## config.mk

```make
export PLATFORM = sky130hd
export DESIGN_NAME = mcast_fwd_table
export DESIGN_NICKNAME = d
export VERILOG_FILES = /design/src/rtl/fwd_pkg.sv /design/src/rtl/fwd_entry_store.sv /design/src/rtl/fwd_match.sv /design/src/rtl/fwd_action_ram.sv /design/src/rtl/mcast_fwd_table.sv
export SDC_FILE = /design/constraint.sdc
export NUM_CORES = 1
export LEC_CHECK = 0
export BUFFER_PORTS_ARGS = -buffer_cell sky130_fd_sc_hd__buf_4
export CAP_MARGIN = 20
export CORE_MARGIN = 10
export CORE_UTILIZATION = 55
export DETAILED_ROUTE_END_ITERATION = 6
export PLACE_DENSITY = 0.7
export SLEW_MARGIN = 20
export SYNTH_ARGS = -nofsm -noshare
export SYNTH_HDL_FRONTEND = slang
export SYNTH_SLANG_ARGS = --single-unit
export TNS_END_PERCENT = 50
```

## constraint.sdc

```tcl
create_clock -name clk -period 6.2 [get_ports clk]
set_clock_uncertainty 0.2 [all_clocks]
set_input_delay 1.86 -clock clk [delete_from_list [all_inputs] [get_ports clk]]
set_output_delay 1.86 -clock clk [all_outputs]
set_load 0.01 [all_outputs]
```

## src/rtl/fwd_pkg.sv

```systemverilog
package fwd_pkg;

  typedef enum logic {
    ACT_DROP = 1'b0,
    ACT_FWD  = 1'b1
  } fwd_act_e;

  // Bitmap stored in the action memory: drop entries hold zero, so a
  // forward entry with an empty bitmap also reads back as a drop.
  function automatic logic [63:0] eff_bitmap(input fwd_act_e act,
                                             input logic [63:0] bm);
    return (act == ACT_FWD) ? bm : 64'd0;
  endfunction

endpackage

```

## src/rtl/fwd_entry_store.sv

```systemverilog
module fwd_entry_store #(
  parameter int NUM_ENTRIES = 16,
  parameter int PORT_W      = 3,
  parameter int VL_W        = 16,
  localparam int IDX_W      = (NUM_ENTRIES > 1) ? $clog2(NUM_ENTRIES) : 1
) (
  input  logic              clk,
  input  logic              rst,
  input  logic              wr_en,
  input  logic [IDX_W-1:0]  wr_idx,
  input  logic              wr_valid,
  input  logic [PORT_W-1:0] wr_port,
  input  logic [VL_W-1:0]   wr_vlid,
  output logic              ent_valid [NUM_ENTRIES],
  output logic [PORT_W-1:0] ent_port  [NUM_ENTRIES],
  output logic [VL_W-1:0]   ent_vlid  [NUM_ENTRIES]
);

  for (genvar g = 0; g < NUM_ENTRIES; g++) begin : g_ent
    logic sel;
    assign sel = wr_en && (wr_idx == IDX_W'(g));

    always_ff @(posedge clk) begin
      if (rst) begin
        ent_valid[g] <= 1'b0;
      end else if (sel) begin
        ent_valid[g] <= wr_valid;
      end
    end

    always_ff @(posedge clk) begin
      if (sel) begin
        ent_port[g] <= wr_port;
        ent_vlid[g] <= wr_vlid;
      end
    end
  end

endmodule

```

## src/rtl/fwd_match.sv

```systemverilog
module fwd_match #(
  parameter int NUM_ENTRIES = 16,
  parameter int PORT_W      = 3,
  parameter int VL_W        = 16,
  localparam int IDX_W      = (NUM_ENTRIES > 1) ? $clog2(NUM_ENTRIES) : 1
) (
  input  logic              ent_valid [NUM_ENTRIES],
  input  logic [PORT_W-1:0] ent_port  [NUM_ENTRIES],
  input  logic [VL_W-1:0]   ent_vlid  [NUM_ENTRIES],
  input  logic [PORT_W-1:0] key_port,
  input  logic [VL_W-1:0]   key_vlid,
  output logic              hit,
  output logic [IDX_W-1:0]  idx
);

  logic [NUM_ENTRIES-1:0] eq;

  for (genvar g = 0; g < NUM_ENTRIES; g++) begin : g_cmp
    assign eq[g] = ent_valid[g] && (ent_port[g] == key_port) &&
                   (ent_vlid[g] == key_vlid);
  end

  // Lowest matching index wins.
  always_comb begin
    hit = 1'b0;
    idx = '0;
    for (int i = NUM_ENTRIES - 1; i >= 0; i--) begin
      if (eq[i]) begin
        hit = 1'b1;
        idx = IDX_W'(i);
      end
    end
  end

endmodule

```

## src/rtl/fwd_action_ram.sv

```systemverilog
module fwd_action_ram #(
  parameter int DEPTH  = 16,
  parameter int DATA_W = 8,
  localparam int ADDR_W = (DEPTH > 1) ? $clog2(DEPTH) : 1
) (
  input  logic              clk,
  input  logic              we,
  input  logic [ADDR_W-1:0] waddr,
  input  logic [DATA_W-1:0] wdata,
  input  logic              re,
  input  logic [ADDR_W-1:0] raddr,
  output logic [DATA_W-1:0] rdata
);

  logic [DATA_W-1:0] mem [DEPTH];

  always_ff @(posedge clk) begin
    if (we) begin
      mem[waddr] <= wdata;
    end
  end

  always_ff @(posedge clk) begin
    if (re) begin
      rdata <= mem[raddr];
    end
  end

endmodule

```

## src/rtl/mcast_fwd_table.sv

```systemverilog
module mcast_fwd_table
  import fwd_pkg::*;
#(
  parameter int NUM_PORTS   = 8,
  parameter int NUM_ENTRIES = 16,
  parameter int VL_W        = 16,
  localparam int PORT_W     = (NUM_PORTS > 1) ? $clog2(NUM_PORTS) : 1,
  localparam int IDX_W      = (NUM_ENTRIES > 1) ? $clog2(NUM_ENTRIES) : 1
) (
  input  logic                 clk,
  input  logic                 rst,
  input  logic                 cfg_we,
  input  logic [IDX_W-1:0]     cfg_idx,
  input  logic                 cfg_en,
  input  logic [PORT_W-1:0]    cfg_port,
  input  logic [VL_W-1:0]      cfg_vlid,
  input  logic                 cfg_fwd,
  input  logic [NUM_PORTS-1:0] cfg_bitmap,
  input  logic                 req_valid,
  output logic                 req_ready,
  input  logic [PORT_W-1:0]    req_port,
  input  logic [VL_W-1:0]      req_vlid,
  output logic                 res_valid,
  input  logic                 res_ready,
  output logic                 res_fwd,
  output logic [NUM_PORTS-1:0] res_bitmap,
  output logic                 res_hit,
  output logic [IDX_W-1:0]     res_idx
);

  // Table key storage
  logic              ent_valid [NUM_ENTRIES];
  logic [PORT_W-1:0] ent_port  [NUM_ENTRIES];
  logic [VL_W-1:0]   ent_vlid  [NUM_ENTRIES];

  fwd_entry_store #(
    .NUM_ENTRIES(NUM_ENTRIES), .PORT_W(PORT_W), .VL_W(VL_W)
  ) u_store (
    .clk      (clk),
    .rst      (rst),
    .wr_en    (cfg_we),
    .wr_idx   (cfg_idx),
    .wr_valid (cfg_en),
    .wr_port  (cfg_port),
    .wr_vlid  (cfg_vlid),
    .ent_valid(ent_valid),
    .ent_port (ent_port),
    .ent_vlid (ent_vlid)
  );

  // Pipeline control
  logic              a_valid, b_valid, o_valid;
  logic              a_ld, b_ld, o_ld;
  logic [PORT_W-1:0] a_port;
  logic [VL_W-1:0]   a_vlid;
  logic              b_hit, o_hit;
  logic [IDX_W-1:0]  b_idx, o_idx;
  logic              m_hit;
  logic [IDX_W-1:0]  m_idx;

  assign o_ld      = !o_valid || res_ready;
  assign b_ld      = !b_valid || o_ld;
  assign a_ld      = !a_valid || b_ld;
  assign req_ready = a_ld;

  // Stage A: capture key
  always_ff @(posedge clk) begin
    if (rst) begin
      a_valid <= 1'b0;
    end else if (a_ld) begin
      a_valid <= req_valid;
    end
  end

  always_ff @(posedge clk) begin
    if (a_ld && req_valid) begin
      a_port <= req_port;
      a_vlid <= req_vlid;
    end
  end

  fwd_match #(
    .NUM_ENTRIES(NUM_ENTRIES), .PORT_W(PORT_W), .VL_W(VL_W)
  ) u_match (
    .ent_valid(ent_valid),
    .ent_port (ent_port),
    .ent_vlid (ent_vlid),
    .key_port (a_port),
    .key_vlid (a_vlid),
    .hit      (m_hit),
    .idx      (m_idx)
  );

  // Stage B: register match outcome
  always_ff @(posedge clk) begin
    if (rst) begin
      b_valid <= 1'b0;
      b_hit   <= 1'b0;
      b_idx   <= '0;
    end else if (b_ld) begin
      b_valid <= a_valid;
      b_hit   <= a_valid && m_hit;
      b_idx   <= m_idx;
    end
  end

  // Action memory: read with the match index as the output stage loads
  logic [NUM_PORTS-1:0] wr_bm;
  logic [NUM_PORTS-1:0] rd_bm;
  logic [63:0]          wr_bm_wide;

  assign wr_bm_wide = eff_bitmap(fwd_act_e'(cfg_fwd), 64'(cfg_bitmap));
  assign wr_bm      = wr_bm_wide[NUM_PORTS-1:0];

  fwd_action_ram #(
    .DEPTH(NUM_ENTRIES), .DATA_W(NUM_PORTS)
  ) u_act (
    .clk  (clk),
    .we   (cfg_we),
    .waddr(cfg_idx),
    .wdata(wr_bm),
    .re   (o_ld),
    .raddr(b_idx),
    .rdata(rd_bm)
  );

  // Output stage
  always_ff @(posedge clk) begin
    if (rst) begin
      o_valid <= 1'b0;
      o_hit   <= 1'b0;
      o_idx   <= '0;
    end else if (o_ld) begin
      o_valid <= b_valid;
      o_hit   <= b_hit;
      o_idx   <= b_hit ? b_idx : '0;
    end
  end

  assign res_valid  = o_valid;
  assign res_hit    = o_hit;
  assign res_idx    = o_idx;
  assign res_bitmap = o_hit ? rd_bm : '0;
  assign res_fwd    = |res_bitmap;

endmodule

```

==> results of run 1 <==
critical path: cells and delay by family:
kind	cells	cell delay (ns)
buf+inv	3	0.48
simple gates	3	0.66
logic make-up after synthesis:
| family | after synthesis | share of synthesized area (%) |
|---|---|---|
| buffers and inverters | 57 | 2.462 |
| multiplexers | 43 | 4.479 |
| AND/OR/NAND/NOR | 292 | 8.513 |
| AO/OA/AOI/OAI | 51 | 1.571 |
| XOR/XNOR | 304 | 13.86 |
| flip-flops | 488 | 69.12 |
metrics by stage:
| stage | setup slack [ns] | power (mW) | cell area [um^2] | hold slack, ns | std cells |
|---|---|---|---|---|---|
| final | 1.157 | 7.086 | 23330 | 0.2574 | 1891 |
| after global routing | 1.039 | 7.285 | 23330 | 0.2786 | 1891 |
| after CTS | 1.121 | 7.106 | 23320 | 0.2577 | 1890 |
| after detailed placement | 1.135 | 4.293 | 21790 | 0.2503 | 1799 |
| after global placement | 1.153 | 4.280 | 21790 | 0.2499 | 1799 |
| after floorplan | 1.286 | 4.104 | 20780 | 0.2542 | 1235 |
power by group:
part	switching (mW)	internal (mW)
sequential	0.0305	3.68
combinational	0.356	0.169
clock	1.21	1.64
path summary, 6_finish.rpt:
kind                                                end  slack [ns]  cells past startpoint
worst max-delay path                          req_ready        1.16                      6
worst min register to register  res_idx[2]$_SDFFE_PP0P_        0.26                      2
worst min-delay path            res_idx[2]$_SDFFE_PP0P_        0.26                      2
worst max register to register    b_idx[2]$_SDFFE_PP0P_        2.93                      8
registers in the layout (all words and copies together), names as in the netlist:
name               flops
u_store.ent_vlid     256
u_act.mem            128
u_store.ent_port      48
a_vlid                16
u_store.ent_valid     16
u_act.rdata            8
b_idx                  4
res_idx                4
a_port                 3
a_valid                1
b_hit                  1
b_valid                1
res_hit                1
res_valid              1
cell usage in the layout, fill, tap and decap left out, types with 2 or more instances in the layout:
cell type  netlist  routed
edfxtp_1       459     459
mux4_2          40      40
and2_1          19      19
nand3b_1         2       2
bufinv_16        0       4
inv_1            2       2
xor2_1         192     192
clkinv_1         0      13
nand3_1         15      15
o21ai_0         15      15
xnor2_1         89      89
nor3_1           5       4
nor2_2           0      11
nand4_1         65      65
clkbuf_8         0       2
nand4b_1         2       2
nand2_1         42      42
inv_6            0       2
clkinv_2         0       7
buf_4            4     108
nor4_1          73      73
clkbuf_1        12      13
nor2_4           0       2
xnor2_2         19      19
mux2i_1          3       3
nand2b_1         2       2
o31a_1           2       2
nor3_2           2       3
nor3b_2          0       2
xnor2_4          4       4
nor4b_1         15      15
clkbuf_16        0      49
nor2_1          32      19
a21oi_1         21      21
dfxtp_1         29      28
nor4b_2          8       8
area by class of cell:
type / count / area [um^2] / share of cell area (%)
clock buffer: 64 / 1303 / 5.582
clock inverter: 27 / 229.0 / 0.9813
inverter: 2 / 7.507 / 0.03217
multi-input combinational: 690 / 5964 / 25.56
sequential: 488 / 14370 / 61.56
tap: 511 / 639.4 / 2.740
timing repair buffer: 109 / 825.8 / 3.539
per-layer routing:
layer  vias to the layer above  part of all wire (%)  GRT usage (%)
li1                       4954                     -              -
met1                      6002                    41          32.53
met2                       599                    47          36.68
met3                        97                   8.7          3.300
met4                         2                   2.5          6.760
met5                         -                 0.024              0
==> results.json, run 1 <==
{
  "worstSetupStartpointType": "input port",
  "yosys_warnings": 0,
  "max-vdd-ir-drop_v": 0.0002384,
  "cap_violations": 0,
  "status": "complete, no violations",
  "worst_path_largest_cell_delay_ns": 0.32,
  "min_period_ns": 5.043,
  "async_reset_ff_share_pct": 0,
  "antenna_found_initial": 1,
  "worst_pin_slew_ns": 0.9548,
  "wl_mm": 53.64,
  "leakage_nw": 7.271,
  "hpwl_mm": 31.17,
  "fin_tns_setup_ns": 0,
  "antenna_cells": 0,
  "netlist_instances": 1235,
  "rsz0062_at_grt": "false",
  "yosysMostFrequentCell": "edfxtp_1",
  "clkTransAtPathRegs_ns": 0.06,
  "fmaxAchievable_mhz": 198.3,
  "synth_largest_area_cell": "edfxtp_1",
  "finalSetupViolCount": 0,
  "tritoncts": "yes",
  "die_h_um": 214.4,
  "io_buffers": 72,
  "wl_per_cell_um": 28.36,
  "synthFlopType": "edfxtp_1",
  "min_period_over_period_pct": 81.34,
  "grt_pass1_wl_mm": 78.16,
  "ys_types": 54,
  "vias": 11654,
  "synth_top_area_share_pct": 66.32,
  "postLayoutCoreUtil_pct": 62.24,
  "critical_path_required_ns": 4.14,
  "drv_slew": 0,
  "ys_seq_area_share_pct": 69.11,
  "hold_viol": 0,
  "synth-edff-count": 459,
  "syn_to_final_growth_pct": 12.28,
  "overflow": 0,
  "min_from": "res_idx[2]$_SDFFE_PP0P_",
  "post_cts.repair.setup_buffers": 0,
  "synth_commonest_cells": "459 x edfxtp_1, 192 x xor2_1, 89 x xnor2_1, 73 x nor4_1, 65 x nand4_1",
  "pin_count": 73,
  "r2r-start": "a_vlid[3]$_DFFE_PP_",
  "cp.arrival_ns": 2.98,
  "grt_util_all_layers_pct": 23.04,
  "dieArea_um2": 45960,
  "end_kind": "output pin",
  "worstPathMaxFanout": 9,
  "hold_class": "reg -> reg",
  "nNetsFinal": 1397,
  "crit_type": "in -> out",
  "timing.critical_path.cells": "buf_4, nor2b_1, buf_4, and2_0, nand2_1, buf_4",
  "avgViaCountPerCell": 6.163,
  "drt_iter0_drc": 1375,
  "crit_top_cell": "buf_4",
  "fillers": 2729,
  "netlist_area_um2": 20780,
  "crit_start": "res_ready",
  "synth_nets": 1292,
  "coreArea_um2": 37490,
  "syn_avg_cell_area_um2": 16.83,
  "relSlewSlack_pct": 36.20,
  "initial_core_util_pct": 55.44,
  "clk-insertion-delay-late_ns": 0.57,
  "powerDensity_nw_per_um2": 303.7,
  "drc_errors": 0,
  "drive_above_1_share_pct": 19.71,
  "grt_max_degree": 35,
  "grt_pass1_vias": 11577,
  "synth_area_leaders": "edfxtp_1 66%, xor2_1 8.1%, mux4_2 4.3%",
  "first_pass_iters": 6,
  "drtAntennaViolNets": 0,
  "gp_congestion": 0.8831,
  "clockBufferDepth": 3,
  "cts_buffers": 49,
  "htreeDepth": 2,
  "crit_slowest_cell": "and2_0",
  "root_buffer": "clkbuf_16",
  "fp-row-count": 71,
  "die_x_um": 214.4,
  "synth_seq_cells": 488,
  "cts_hold_buffers": 0,
  "ctsResizeCount": 0,
  "cts_sinks": 488
}
(Power assumes the default switching activity.)
==> inputs of run 2 (changes only) <==
==> constraint.sdc (replaced) <==
create_clock -name clk -period 5.19 [get_ports clk]
set_clock_uncertainty 0.2 [all_clocks]
set_input_delay 1.557 -clock clk [delete_from_list [all_inputs] [get_ports clk]]
set_output_delay 1.557 -clock clk [all_outputs]
set_load 0.01 [all_outputs]
==> results.json, run 2 (synthesized netlist as in run 1, its figures left out) <==
{
  "status": "complete, no violations",
  "seqPwrFrac_pct": 50.9,
  "hpwl_mm": 32.52,
  "pin_count": 73,
  "root_buffer": "clkbuf_16",
  "grt_pass1_wl_mm": 77.65,
  "finalSetupViolCount": 0,
  "largest_register_ffs": 256,
  "clkTransAtPathRegs_ns": 0.05,
  "p_sw_share_pct": 22.14,
  "grt_util_all_layers_pct": 23.04,
  "end_kind": "output pin",
  "p_clk_share_pct": 42.5,
  "die_x_um": 214.4,
  "gp_congestion": 0.8625,
  "die_h_um": 214.4,
  "initial_core_util_pct": 55.44,
  "layout_common_cells": "459 x edfxtp_1, 192 x xor2_1, 111 x buf_4",
  "fmaxAchievable_mhz": 224.4,
  "clockBufferDepth": 3,
  "drt_iter0_drc": 1531,
  "drive_above_1_share_pct": 20.69,
  "ctsResizeCount": 0,
  "top_regs": "u_store.ent_vlid (256), u_act.mem (128), u_store.ent_port (48)",
  "drc_errors": 0,
  "crit_slowest_cell": "and2_0",
  "hold_viol": 0,
  "cp.arrival_ns": 2.70,
  "tritoncts": "yes",
  "wl_mm": 53.11,
  "dieArea_um2": 45960,
  "hold_class": "reg -> reg",
  "cp_top_family": "simple AND/OR/NAND/NOR gates",
  "io_buffers": 72,
  "fin_tns_setup_ns": 0,
  "avgViaCountPerCell": 6.093,
  "path_buf_inv": 2,
  "placed_area_um2": 21840,
  "combPwrFrac_pct": 6.6,
  "worst_path_largest_cell_delay_ns": 0.36,
  "crit_top_cell": "buf_4",
  "htreeDepth": 2,
  "clk-insertion-delay-late_ns": 0.60,
  "seq_area_um2": 14370,
  "timing.critical_path.cells": "buf_4, nor2b_1, and2_0, nand2_1, buf_4",
  "intPower_mw": 6.849,
  "min_period_over_period_pct": 85.85,
  "cts_hold_buffers": 0,
  "crit_type": "in -> out",
  "overflow": 0,
  "powerDensity_nw_per_um2": 373.4,
  "antenna_found_initial": 0,
  "post_cts.repair.setup_buffers": 0,
  "final_common_cell": "edfxtp_1",
  "wl_per_cell_um": 27.97,
  "worstPathMaxFanout": 6,
  "coreArea_um2": 37490,
  "leakage_nw": 7.387,
  "regMostFlops": "u_store.ent_vlid",
  "min_period_ns": 4.456,
  "grt_pass1_vias": 11530,
  "worstSetupStartpointType": "input port",
  "fp-row-count": 71,
  "final_area_um2": 23560,
  "cap_violations": 0,
  "drv_slew": 0,
  "critical_path_required_ns": 3.43,
  "rsz0062_at_grt": "false",
  "worst_pin_slew_ns": 1.012,
  "cts_sinks": 488,
  "p_sw_mw": 1.948,
  "drtAntennaViolNets": 0,
  "fillers": 2743,
  "max-vdd-ir-drop_v": 0.0002829,
  "vias": 11570,
  "grt_max_degree": 35,
  "multi_input_area_um2": 5964,
  "cts_buffers": 50,
  "syn_to_final_growth_pct": 13.37,
  "first_pass_iters": 5,
  "nNetsFinal": 1402,
  "relSlewSlack_pct": 32.54
}
## run 2: changes by cell type in the layout (fill, tap and decap cells not counted), moves of 2 or more
cell / delta
bufinv_16: +4
clkinv_1: -6
clkbuf_1: -2
clkbuf_16: +2
buf_4: +3
clkinv_2: +3
## run 2: power groups by stage
stage	combinational (mW)	sequential, mW	clock, mW
finish	0.579	4.48	3.74
global placement	0.549	4.56	0
CTS	0.574	4.48	3.78
global route	0.612	4.48	3.96
detailed placement	0.568	4.56	0
floorplan	0.400	4.50	0
## run 2: metrics by stage
step	setup slack (ns)	std cells	power [mW]	hold slack, ns	utilization, %
after global placement	0.7895	1802	5.114	0.2465	58.18
after CTS	0.7495	1898	8.829	0.2565	62.84
after floorplan	0.5789	1235	4.903	0.2542	-
final	0.7342	1899	8.797	0.2552	62.85
after global routing	0.6394	1898	9.052	0.2872	62.84
after detailed placement	0.7434	1804	5.129	0.2482	58.26
## run 2: cell type report
| type | instances | share of cell area (%) |
|---|---|---|
| inverter | 2 | 0.03186 |
| tap | 511 | 2.714 |
| antenna | 1 | 0.01062 |
| multi-input combinational | 690 | 25.31 |
| timing repair buffer | 113 | 3.664 |
| clock inverter | 29 | 1.529 |
| sequential | 488 | 60.97 |
| clock buffer | 65 | 5.767 |
## run 2: per-layer routing
| metal | vias to the layer above | track usage [%] | part of all wire, % |
|---|---|---|---|
| met5 | - | 0 | 0 |
| met4 | 0 | 7.516 | 2.8 |
| met3 | 114 | 4.330 | 10 |
| met2 | 632 | 35.05 | 46 |
| met1 | 5861 | 33.03 | 41 |
| li1 | 4963 | - | - |
## run 2: worst paths after layout
kind	from	endpoint	slack [ns]	cells past startpoint
setup / recovery	res_ready	req_ready	0.73	5
setup reg to reg	a_vlid[10]$_DFFE_PP_	b_idx[1]$_SDFFE_PP0P_	1.76	8
hold / removal	res_idx[2]$_SDFFE_PP0P_	res_idx[2]$_SDFFE_PP0P_	0.26	2
hold reg to reg	res_idx[2]$_SDFFE_PP0P_	res_idx[2]$_SDFFE_PP0P_	0.26	2
## run 2: worst min-delay path: stages, from the launching register on
cell and delay [ns]:
dfxtp_1 0.31, nand2_1 0.05, a21oi_1 0.05
==> inputs of run 3 (changes only) <==
--- a/config.mk
+++ b/config.mk
@@ -7,7 +7,7 @@
 export LEC_CHECK = 0
 export BUFFER_PORTS_ARGS = -buffer_cell sky130_fd_sc_hd__buf_4
 export CAP_MARGIN = 20
-export CORE_MARGIN = 10
+export CORE_MARGIN = 2
 export CORE_UTILIZATION = 55
 export DETAILED_ROUTE_END_ITERATION = 6
 export PLACE_DENSITY = 0.7
==> results.json, run 3 (synthesized netlist as in run 1, its figures left out) <==
{
  "hold_viol": 0,
  "rsz0062_at_grt": "false",
  "fin_tns_setup_ns": 0,
  "end_kind": "output pin",
  "min_from": "res_idx[3]$_SDFFE_PP0P_",
  "cap_violations": 0,
  "status": "complete, no violations",
  "vias": 11548,
  "powerDensity_nw_per_um2": 365.5,
  "cts_sinks": 488,
  "avgViaCountPerCell": 6.104,
  "r2r_setup_slack_ns": 1.85,
  "hpwl_mm": 32.69,
  "drtAntennaViolNets": 0,
  "ctsResizeCount": 0,
  "finalSetupViolCount": 0,
  "cts_buffers": 49,
  "overflow": 0,
  "min_period_over_period_pct": 83.79,
  "crit_type": "in -> out",
  "dieArea_um2": 39360,
  "worstPathMaxFanout": 6,
  "drive_above_1_share_pct": 19.91,
  "holdPathEnd": "res_idx[3]$_SDFFE_PP0P_",
  "relSlewSlack_pct": 25.10,
  "final_common_cell": "edfxtp_1",
  "min_period_ns": 4.349,
  "coreArea_um2": 37400,
  "gp_congestion": 0.9044,
  "syn_to_final_growth_pct": 12.47,
  "reg2reg_depth": 8,
  "hold_class": "reg -> reg",
  "nNetsFinal": 1397,
  "drt_iter0_drc": 1347,
  "pin_count": 73,
  "initial_core_util_pct": 55.57,
  "grt_pass1_vias": 11347,
  "wl_mm": 53.12,
  "die_x_um": 198.4,
  "max-vdd-ir-drop_v": 0.0002788,
  "worst_pin_slew_ns": 1.123,
  "rr_endpoint": "b_idx[1]$_SDFFE_PP0P_",
  "clkTransAtPathRegs_ns": 0.06,
  "cts_hold_buffers": 0,
  "drc_errors": 0,
  "root_buffer": "clkbuf_16",
  "top_regs": "u_store.ent_vlid (256), u_act.mem (128), u_store.ent_port (48)",
  "grt_max_degree": 35,
  "io_buffers": 72,
  "cp.arrival_ns": 2.59,
  "die_h_um": 198.4,
  "clockBufferDepth": 3,
  "worstSetupStartpointType": "input port",
  "critical_path_required_ns": 3.43,
  "wl_per_cell_um": 28.07,
  "fmaxAchievable_mhz": 229.9,
  "grt_util_all_layers_pct": 28.07,
  "tritoncts": "yes",
  "drv_slew": 0,
  "clk-insertion-delay-late_ns": 0.60,
  "whs_path_depth": 2,
  "leakage_nw": 7.297,
  "grt_pass1_wl_mm": 76.47,
  "first_pass_iters": 6,
  "fp-row-count": 71,
  "r2r-start": "a_vlid[5]$_DFFE_PP_",
  "antenna_found_initial": 0,
  "postLayoutCoreUtil_pct": 62.50,
  "layout_common_cells": "459 x edfxtp_1, 192 x xor2_1, 109 x buf_4",
  "htreeDepth": 2,
  "largest_register_ffs": 256,
  "post_cts.repair.setup_buffers": 0,
  "regMostFlops": "u_store.ent_vlid",
  "antenna_cells": 0
}
==> run 3: changes by cell type in the layout (fill, tap and decap cells not counted), sizes merged <==
cell / change
buf: -4
clkinvlp: -2
bufinv: -4
diode: -1
inv: -1
clkinv: +2
clkbuf: +3
==> run 3: where the power goes <==
group	switching (mW)	internal [mW]
registers	0.104	4.39
clock network	1.46	2.03
logic	0.359	0.202
total	1.92	6.62
==> run 3: worst max-delay path: stages <==
cell     delay [ns]
buf_4          0.11
nor2b_1        0.23
and2_0         0.34
nand2_1        0.18
buf_4          0.18
==> run 3: area by class of cell <==
class / count / area (um^2)
Sequential cell: 488 / 14370
Fill cell: 2678 / 14030
Multi-Input combinational cell: 690 / 5964
Clock buffer: 68 / 1360
Timing Repair Buffer: 109 / 818.3
Tap cell: 511 / 639.4
Clock inverter: 24 / 216.5
Inverter: 2 / 7.507
==> run 3: per-stage QoR <==
step	instance area, um^2	cells	setup slack [ns]	power [mW]	hold slack, ns
6_report	23370	1892	0.8411	8.544	0.2548
5_1_grt	23370	1892	0.7824	8.782	0.2863
4_1_cts	23370	1892	0.8632	8.570	0.2614
3_5_place_dp	21790	1800	0.8677	5.131	0.2527
3_3_place_gp	21790	1800	0.8527	5.118	0.2456
2_1_floorplan	20780	1235	0.5789	4.903	0.2542
==> run 3: metal layers <==
layer | GRT usage (%) | vias up | share of wire (%)
met1 | 41.06 | 5882 | 41
met5 | 0 | - | 0
met4 | 8.661 | 0 | 2.7
met2 | 43.38 | 614 | 47
li1 | - | 4958 | -
met3 | 5.036 | 94 | 9.3
==> run 3: worst max-delay path by stage <==
stage / start / endpoint / slack (ns)
floorplan: cfg_idx[3] / u_store.ent_valid[14]$_SDFFE_PP0P_ / 0.58
global placement: res_ready / req_ready / 0.85
detailed placement: res_ready / req_ready / 0.87
CTS: res_ready / req_ready / 0.86
global route: res_ready / req_ready / 0.78
finish: res_ready / req_ready / 0.84
